[src/rtl/bcd_arith_pkg.sv]
// Package: shared widths and the operation type for the decimal unit.
// Assumes a two-digit packed byte: DIGIT_W of 4 is the only meaningful value.
package bcd_arith_pkg;
    localparam int DIGIT_W  = 4;
    localparam int BYTE_W   = 2 * DIGIT_W;
    localparam logic [BYTE_W-1:0] LOW_MASK  = {{DIGIT_W{1'b0}}, {DIGIT_W{1'b1}}};
    localparam logic [BYTE_W-1:0] HIGH_MASK = {{DIGIT_W{1'b1}}, {DIGIT_W{1'b0}}};
    localparam logic [BYTE_W-1:0] LOW_LIMIT = BYTE_W'(10);
    localparam logic [BYTE_W-1:0] LOW_FIX   = BYTE_W'(6);
    localparam logic [BYTE_W-1:0] HIGH_LIMIT = BYTE_W'(160);
    localparam logic [BYTE_W-1:0] HIGH_FIX   = BYTE_W'(96);

    typedef enum logic {
        OP_ADD = 1'b0,
        OP_SUB = 1'b1
    } bcd_op_e;

    typedef struct packed {
        logic x;
        logic n;
        logic z;
        logic v;
        logic c;
    } bcd_flags_t;
endpackage

[src/rtl/bcd_low_digit.sv]
// Module: low-digit stage. Combines the low nibbles with the extend bit and
// applies the +/-6 correction when the raw value reaches ten or more.
// Assumes: arithmetic is 8-bit and wraps, so a borrow leaves a large value.
module bcd_low_digit
    import bcd_arith_pkg::*;
(
    input  bcd_op_e             op,
    input  logic [BYTE_W-1:0]   src,
    input  logic [BYTE_W-1:0]   dst,
    input  logic                x_in,
    output logic [BYTE_W-1:0]   low_adj
);
    logic [BYTE_W-1:0] src_lo;
    logic [BYTE_W-1:0] dst_lo;
    logic [BYTE_W-1:0] x_ext;
    logic [BYTE_W-1:0] raw;

    // Isolate the low nibbles and widen the extend bit.
    always_comb begin
        src_lo = src & LOW_MASK;
        dst_lo = dst & LOW_MASK;
        x_ext  = {{(BYTE_W-1){1'b0}}, x_in};
    end

    // Raw low-digit sum or difference, wrapping at 8 bits.
    always_comb begin
        if (op == OP_SUB) raw = dst_lo - src_lo - x_ext;
        else              raw = dst_lo + src_lo + x_ext;
    end

    // Decimal correction by six when the raw value reaches ten.
    always_comb begin
        if (raw >= LOW_LIMIT) begin
            if (op == OP_SUB) low_adj = raw - LOW_FIX;
            else              low_adj = raw + LOW_FIX;
        end else begin
            low_adj = raw;
        end
    end
endmodule

[src/rtl/bcd_high_digit.sv]
// Module: high-digit stage. Merges the corrected low value with the high
// nibbles, derives carry, applies the +/-0x60 correction and its overflow.
// Assumes: low_adj comes from bcd_low_digit for the same operands.
module bcd_high_digit
    import bcd_arith_pkg::*;
(
    input  bcd_op_e             op,
    input  logic [BYTE_W-1:0]   src,
    input  logic [BYTE_W-1:0]   dst,
    input  logic [BYTE_W-1:0]   low_adj,
    output logic [BYTE_W-1:0]   res,
    output logic                carry,
    output logic                ovf
);
    logic [BYTE_W-1:0] src_hi;
    logic [BYTE_W-1:0] mid;
    logic [BYTE_W:0]   step;
    logic [BYTE_W-1:0] pre;
    logic              step_out;

    // Intermediate byte: destination high digit plus corrected low value.
    always_comb begin
        src_hi = src & HIGH_MASK;
        mid    = (dst & HIGH_MASK) + low_adj;
    end

    // Final high-digit step with its carry or borrow kept.
    always_comb begin
        if (op == OP_SUB) step = {1'b0, mid} - {1'b0, src_hi};
        else              step = {1'b0, mid} + {1'b0, src_hi};
        pre      = step[BYTE_W-1:0];
        step_out = step[BYTE_W];
    end

    // Carry decision and the 0x60 correction with its signed overflow.
    always_comb begin
        carry = step_out || (pre >= HIGH_LIMIT);
        res   = pre;
        ovf   = 1'b0;
        if (carry) begin
            if (op == OP_SUB) begin
                res = pre - HIGH_FIX;
                ovf = pre[BYTE_W-1] & ~res[BYTE_W-1];
            end else begin
                res = pre + HIGH_FIX;
                ovf = ~pre[BYTE_W-1] & res[BYTE_W-1];
            end
        end
    end


    always_comb begin
        if (!carry) begin
            no_corr_no_ovf_chk: assert (ovf == 1'b0);
        end
    end
endmodule

[src/rtl/bcd_arith_unit.sv]
// Module: top of the packed-decimal byte unit. Samples operands on in_valid,
// runs the low and high digit stages, and registers result, flags and done.
// Assumes: caller chains x and z between bytes; reset is synchronous, active low.
module bcd_arith_unit
    import bcd_arith_pkg::*;
(
    input  logic        clk,
    input  logic        rst_n,
    input  logic        in_valid,
    input  logic        op_sub,
    input  logic [7:0]  src,
    input  logic [7:0]  dst,
    input  logic        x_in,
    input  logic        z_in,
    output logic [7:0]  result,
    output logic        flag_x,
    output logic        flag_n,
    output logic        flag_z,
    output logic        flag_v,
    output logic        flag_c,
    output logic        done
);
    bcd_op_e            op;
    logic [BYTE_W-1:0]  low_adj;
    logic [BYTE_W-1:0]  next_res;
    logic               next_c;
    logic               next_v;
    bcd_flags_t         next_f;
    bcd_flags_t         flags_q;
    logic [BYTE_W-1:0]  res_q;
    logic               done_q;

    // Decode the operation select into the shared type.
    assign op = op_sub ? OP_SUB : OP_ADD;

    bcd_low_digit u_low (
        .op      (op),
        .src     (src),
        .dst     (dst),
        .x_in    (x_in),
        .low_adj (low_adj)
    );

    bcd_high_digit u_high (
        .op      (op),
        .src     (src),
        .dst     (dst),
        .low_adj (low_adj),
        .res     (next_res),
        .carry   (next_c),
        .ovf     (next_v)
    );

    // Assemble next flags; zero is cleared on nonzero and kept otherwise.
    always_comb begin
        next_f.c = next_c;
        next_f.x = next_c;
        next_f.v = next_v;
        next_f.n = next_res[BYTE_W-1];
        next_f.z = (next_res != '0) ? 1'b0 : z_in;
    end

    // Output registers: load on strobe, hold otherwise, clear on reset.
    always_ff @(posedge clk) begin
        if (!rst_n) begin
            res_q   <= '0;
            flags_q <= '0;
            done_q  <= 1'b0;
        end else begin
            done_q <= in_valid;
            if (in_valid) begin
                res_q   <= next_res;
                flags_q <= next_f;
            end
        end
    end

    assign result = res_q;
    assign flag_x = flags_q.x;
    assign flag_n = flags_q.n;
    assign flag_z = flags_q.z;
    assign flag_v = flags_q.v;
    assign flag_c = flags_q.c;
    assign done   = done_q;


    done_pulse_chk: assert property (@(posedge clk) disable iff (!rst_n)
        in_valid |=> done);

    idle_hold_chk: assert property (@(posedge clk) disable iff (!rst_n)
        !in_valid |=> (!done && $stable(result) && $stable(flag_c) && $stable(flag_z)));

    zero_keep_chk: assert property (@(posedge clk) disable iff (!rst_n)
        in_valid |=> ((result != 8'h00) || (flag_z == $past(z_in))));

    zero_clear_chk: assert property (@(posedge clk) disable iff (!rst_n)
        (done && result != 8'h00) |-> !flag_z);

    x_follows_c_chk: assert property (@(posedge clk) disable iff (!rst_n)
        done |-> (flag_x == flag_c));
endmodule

[config.mk]
export PLATFORM = sky130hd
export DESIGN_NAME = bcd_arith_unit
export DESIGN_NICKNAME = d
export VERILOG_FILES = /design/src/rtl/bcd_arith_pkg.sv /design/src/rtl/bcd_low_digit.sv /design/src/rtl/bcd_high_digit.sv /design/src/rtl/bcd_arith_unit.sv
export SDC_FILE = /design/constraint.sdc
export NUM_CORES = 1
export LEC_CHECK = 0
export BUFFER_PORTS_ARGS = -buffer_cell sky130_fd_sc_hd__buf_2
export CAP_MARGIN = 20
export CORE_MARGIN = 5
export CORE_UTILIZATION = 58
export CTS_BUF_LIST = sky130_fd_sc_hd__clkbuf_4 sky130_fd_sc_hd__clkbuf_8
export CTS_CLUSTER_SIZE = 25
export DETAILED_ROUTE_END_ITERATION = 16
export GPL_TIMING_DRIVEN = 1
export PLACE_DENSITY = 0.86
export REMOVE_ABC_BUFFERS = 1
export SYNTH_ARGS = -nofsm -noshare
export SYNTH_HDL_FRONTEND = slang
export SYNTH_HIERARCHICAL = 1
export SYNTH_SLANG_ARGS = --single-unit
[constraint.sdc]
create_clock -name clk -period 9.04 [get_ports clk]
set_clock_uncertainty 0.2 [all_clocks]
set_input_delay 1.808 -clock clk [delete_from_list [all_inputs] [get_ports clk]]
set_output_delay 1.808 -clock clk [all_outputs]
set_load 0.01 [all_outputs]
==> impl_metrics.yaml <==
final_layout:
  stdcell_count: 286
  drive_gt1_share_pct: 24.0
  area_growth_pct: 9.84
  multi_input_area_sq_um: 1410
  fin_nets: 295
  post-route-util_pct: 65.9
  n_antenna_cell: 0
  seqCellArea_sq_um: 240
  final_cell_area_sq_um: 2010
  fillers: 293
synth:
  syn_area_sq_um: 1830
  synth_common_cells: "25 x ha_1, 24 x inv_1, 15 x nor2_1"
  yosysMostFrequentCell: "ha_1"
  syn-mean-instance-area_sq_um: 8.55
  yosys_warnings: 6
  synthTopCellsByArea: "ha_1 17%, dfxtp_1 13%, fa_1 5.5%, mux2i_1 5.5%, xnor2_1 5.3%"
  ys.flop_type: "dfxtp_1"
  ys_types: 53
  ys_async_sr_fraction_pct: 0
  synth_top_area_share_pct: 17.1
  synth_edf_count: 0
  synth_top_cell_by_area: "ha_1"
  synth-seq-cells: 12
  synth_seq_area_share_pct: 13.1
  synth_cells: 214
power:
  ir_drop_mv: 0.109
  power.leakage_nw: 1.03
  powerDensity_nw_per_um2: 258
timing:
  fin_ws_ns: 2.03
  rsz0062_at_grt: "false"
  final.setup.tns_ns: 0
  fin_crit_ns: 7.01
  worst_pin_slew_ns: 0.481
  fin_crit_sh_pct: 77.5
  max_freq_ghz: 0.143
  max_slew_margin_pct: 67.1
  hold_viol: 0
  setup-violations-final: 0
  slew_violations: 0
global_routing:
  grt_use_total_pct: 18.0
  global_route.usage.met2_pct: 33.2
  gr-total-overflow: 0
  use_met1_pct: 20.9
  grt.busiest_layer: "met2"
  grt_pass1_wl_mm: 6.31
  grt_use_met3_pct: 2.55
  antenna_found_initial: 0
  grt_pass1_vias: 1580
  grt_max_degree: 23
setup_path:
  worst_setup_path_start_kind: "input port"
  cp_max_fo: 6
  worstSetupPathType: "in2reg"
  end_kind: "register"
  cp.required_ns: 9.07
  arrival_ns: 7.04
run_status:
  status: "completed"
drt:
  routed_via_density: 5.33
  first_pass_iters: 4
  drtAntennaViolNets: 0
  first_iter_violations: 34
  drc: 0
  routed_wirelength_mm: 3.60
  wl_per_cell_microns: 12.6
  via_count: 1524
hold_path:
  hp-class: "reg2reg"
clocking:
  cts_tree: "done"
  root_buffer: "clkbuf_4"
  clock_sinks: 12
  clock_path_buffers: 2
  clk_pin_slew_ns: 0.07
  cts_buffers: 3
  insertion_delay_ns: 0.28
  htreeDepth: 1
  cts.repair.resized: 0
  post_cts_buffers: 0
  cts_hold_buf: 0
die:
  ioPinCount: 36
  die_y_microns: 66.2
  initial_core_util_pct: 60.0
  die_area_sq_um: 4380
  core_area_sq_um: 3050
  fp.dieW_microns: 66.2
  rows: 20
placement:
  placed_cell_area_sq_um: 1970
  dpl.cell_count: 282
  dp_slack_ns: 1.71
  dp.final_hpwl_mm: 3.08
  gp_congestion: 0.849
  portBuffers: 35
run:
  cap_violations: 0
-- registers in the layout, indices dropped and copies added, names as in the netlist --
register,cells
done,1
flag_v,1
flag_c,1
result,7
flag_n,1
flag_z,1
-- metrics by stage --
stage          total power, W  hold slack (ns)
3_3_place_gp         0.000460            0.270
6_report             0.000519            0.280
3_5_place_dp         0.000474            0.271
4_1_cts              0.000519            0.283
5_1_grt              0.000582            0.314
2_1_floorplan        0.000389            0.290
-- kinds of logic (layout without fill, tap and decap cells) --
logic type                 after synthesis  count (layout)  synth area share (%)
DFF                                     12              12                  13.1
and+or+nand+nor                         56              56                  17.9
adders and majority gates               30              30                  22.6
muxes                                   12              12                  6.70
xor gates and xnor gates                18              18                  9.43
AOI/OAI and AO/OA                       49              49                  20.2
buffers and inverters                   37              65                  10.0
-- worst max-delay path, cell delays in order --
cell	delay, ns
buf_2	0.07
inv_1	0.05
ha_1	0.22
fa_1	0.47
xnor2_2	0.36
a211o_1	0.16
a31oi_1	0.09
xnor2_1	0.38
inv_1	0.09
ha_1	0.33
a21o_1	0.12
o31ai_1	0.09
a211oi_1	0.30
nor3_2	0.10
fa_1	0.53
inv_1	0.06
fa_1	0.44
xor2_1	0.22
inv_2	0.09
ha_1	0.20
inv_1	0.05
ha_1	0.21
a21oi_1	0.14
a21oi_1	0.09
nor3_1	0.17
nand4_1	0.10
nand2_1	0.07
-- layout make-up --
type	count	area share, %
sequential	12	11.9
inverter	26	4.85
tap	44	2.74
clock buffer	4	1.80
timing repair buffer	35	8.71
multi-input combinational	165	69.9
-- final timing paths --
path / from / endpoint / slack (ns) / depth (start not counted)
max: dst[0] / flag_z$_SDFFE_PN0P_ / 2.03 / 27
min reg2reg: flag_z$_SDFFE_PN0P_ / flag_z$_SDFFE_PN0P_ / 0.28 / 2
max reg2reg: result[6]$_SDFFE_PN0P_ / result[6]$_SDFFE_PN0P_ / 8.20 / 2
min: flag_z$_SDFFE_PN0P_ / flag_z$_SDFFE_PN0P_ / 0.28 / 2
-- power breakdown --
part | total, W | switching (W) | internal [W]
sequential | 0.0000707 | 0.00000581 | 0.0000649
combinational | 0.000405 | 0.000227 | 0.000179
clock | 0.0000430 | 0.0000184 | 0.0000245
-- cells in the final DEF, fill, tap and decap left out, drive strengths merged, types with 2 or more instances in the layout --
cell type  count
nor2          15
nand3          3
and2           3
o21ai          5
o211a          4
o211ai         2
xnor2         13
mux2i         10
inv           26
a21oi         16
nand2b         3
a21o           6
clkbuf         4
nor4           2
o21bai         2
nor2b         11
nand3b         2
mux2           2
nand2          7
buf           35
nor3           5
a211o          2
dfxtp         12
a211oi         2
ha            25
xor2           5
fa             5
-- routing by layer --
layer  share of wire, %  up-vias
met5                  0        -
met2                 52       26
li1                   -      789
met4                1.7        0
met1                 43      700
met3                3.4        9
Power figures use the tool's default switching activity.
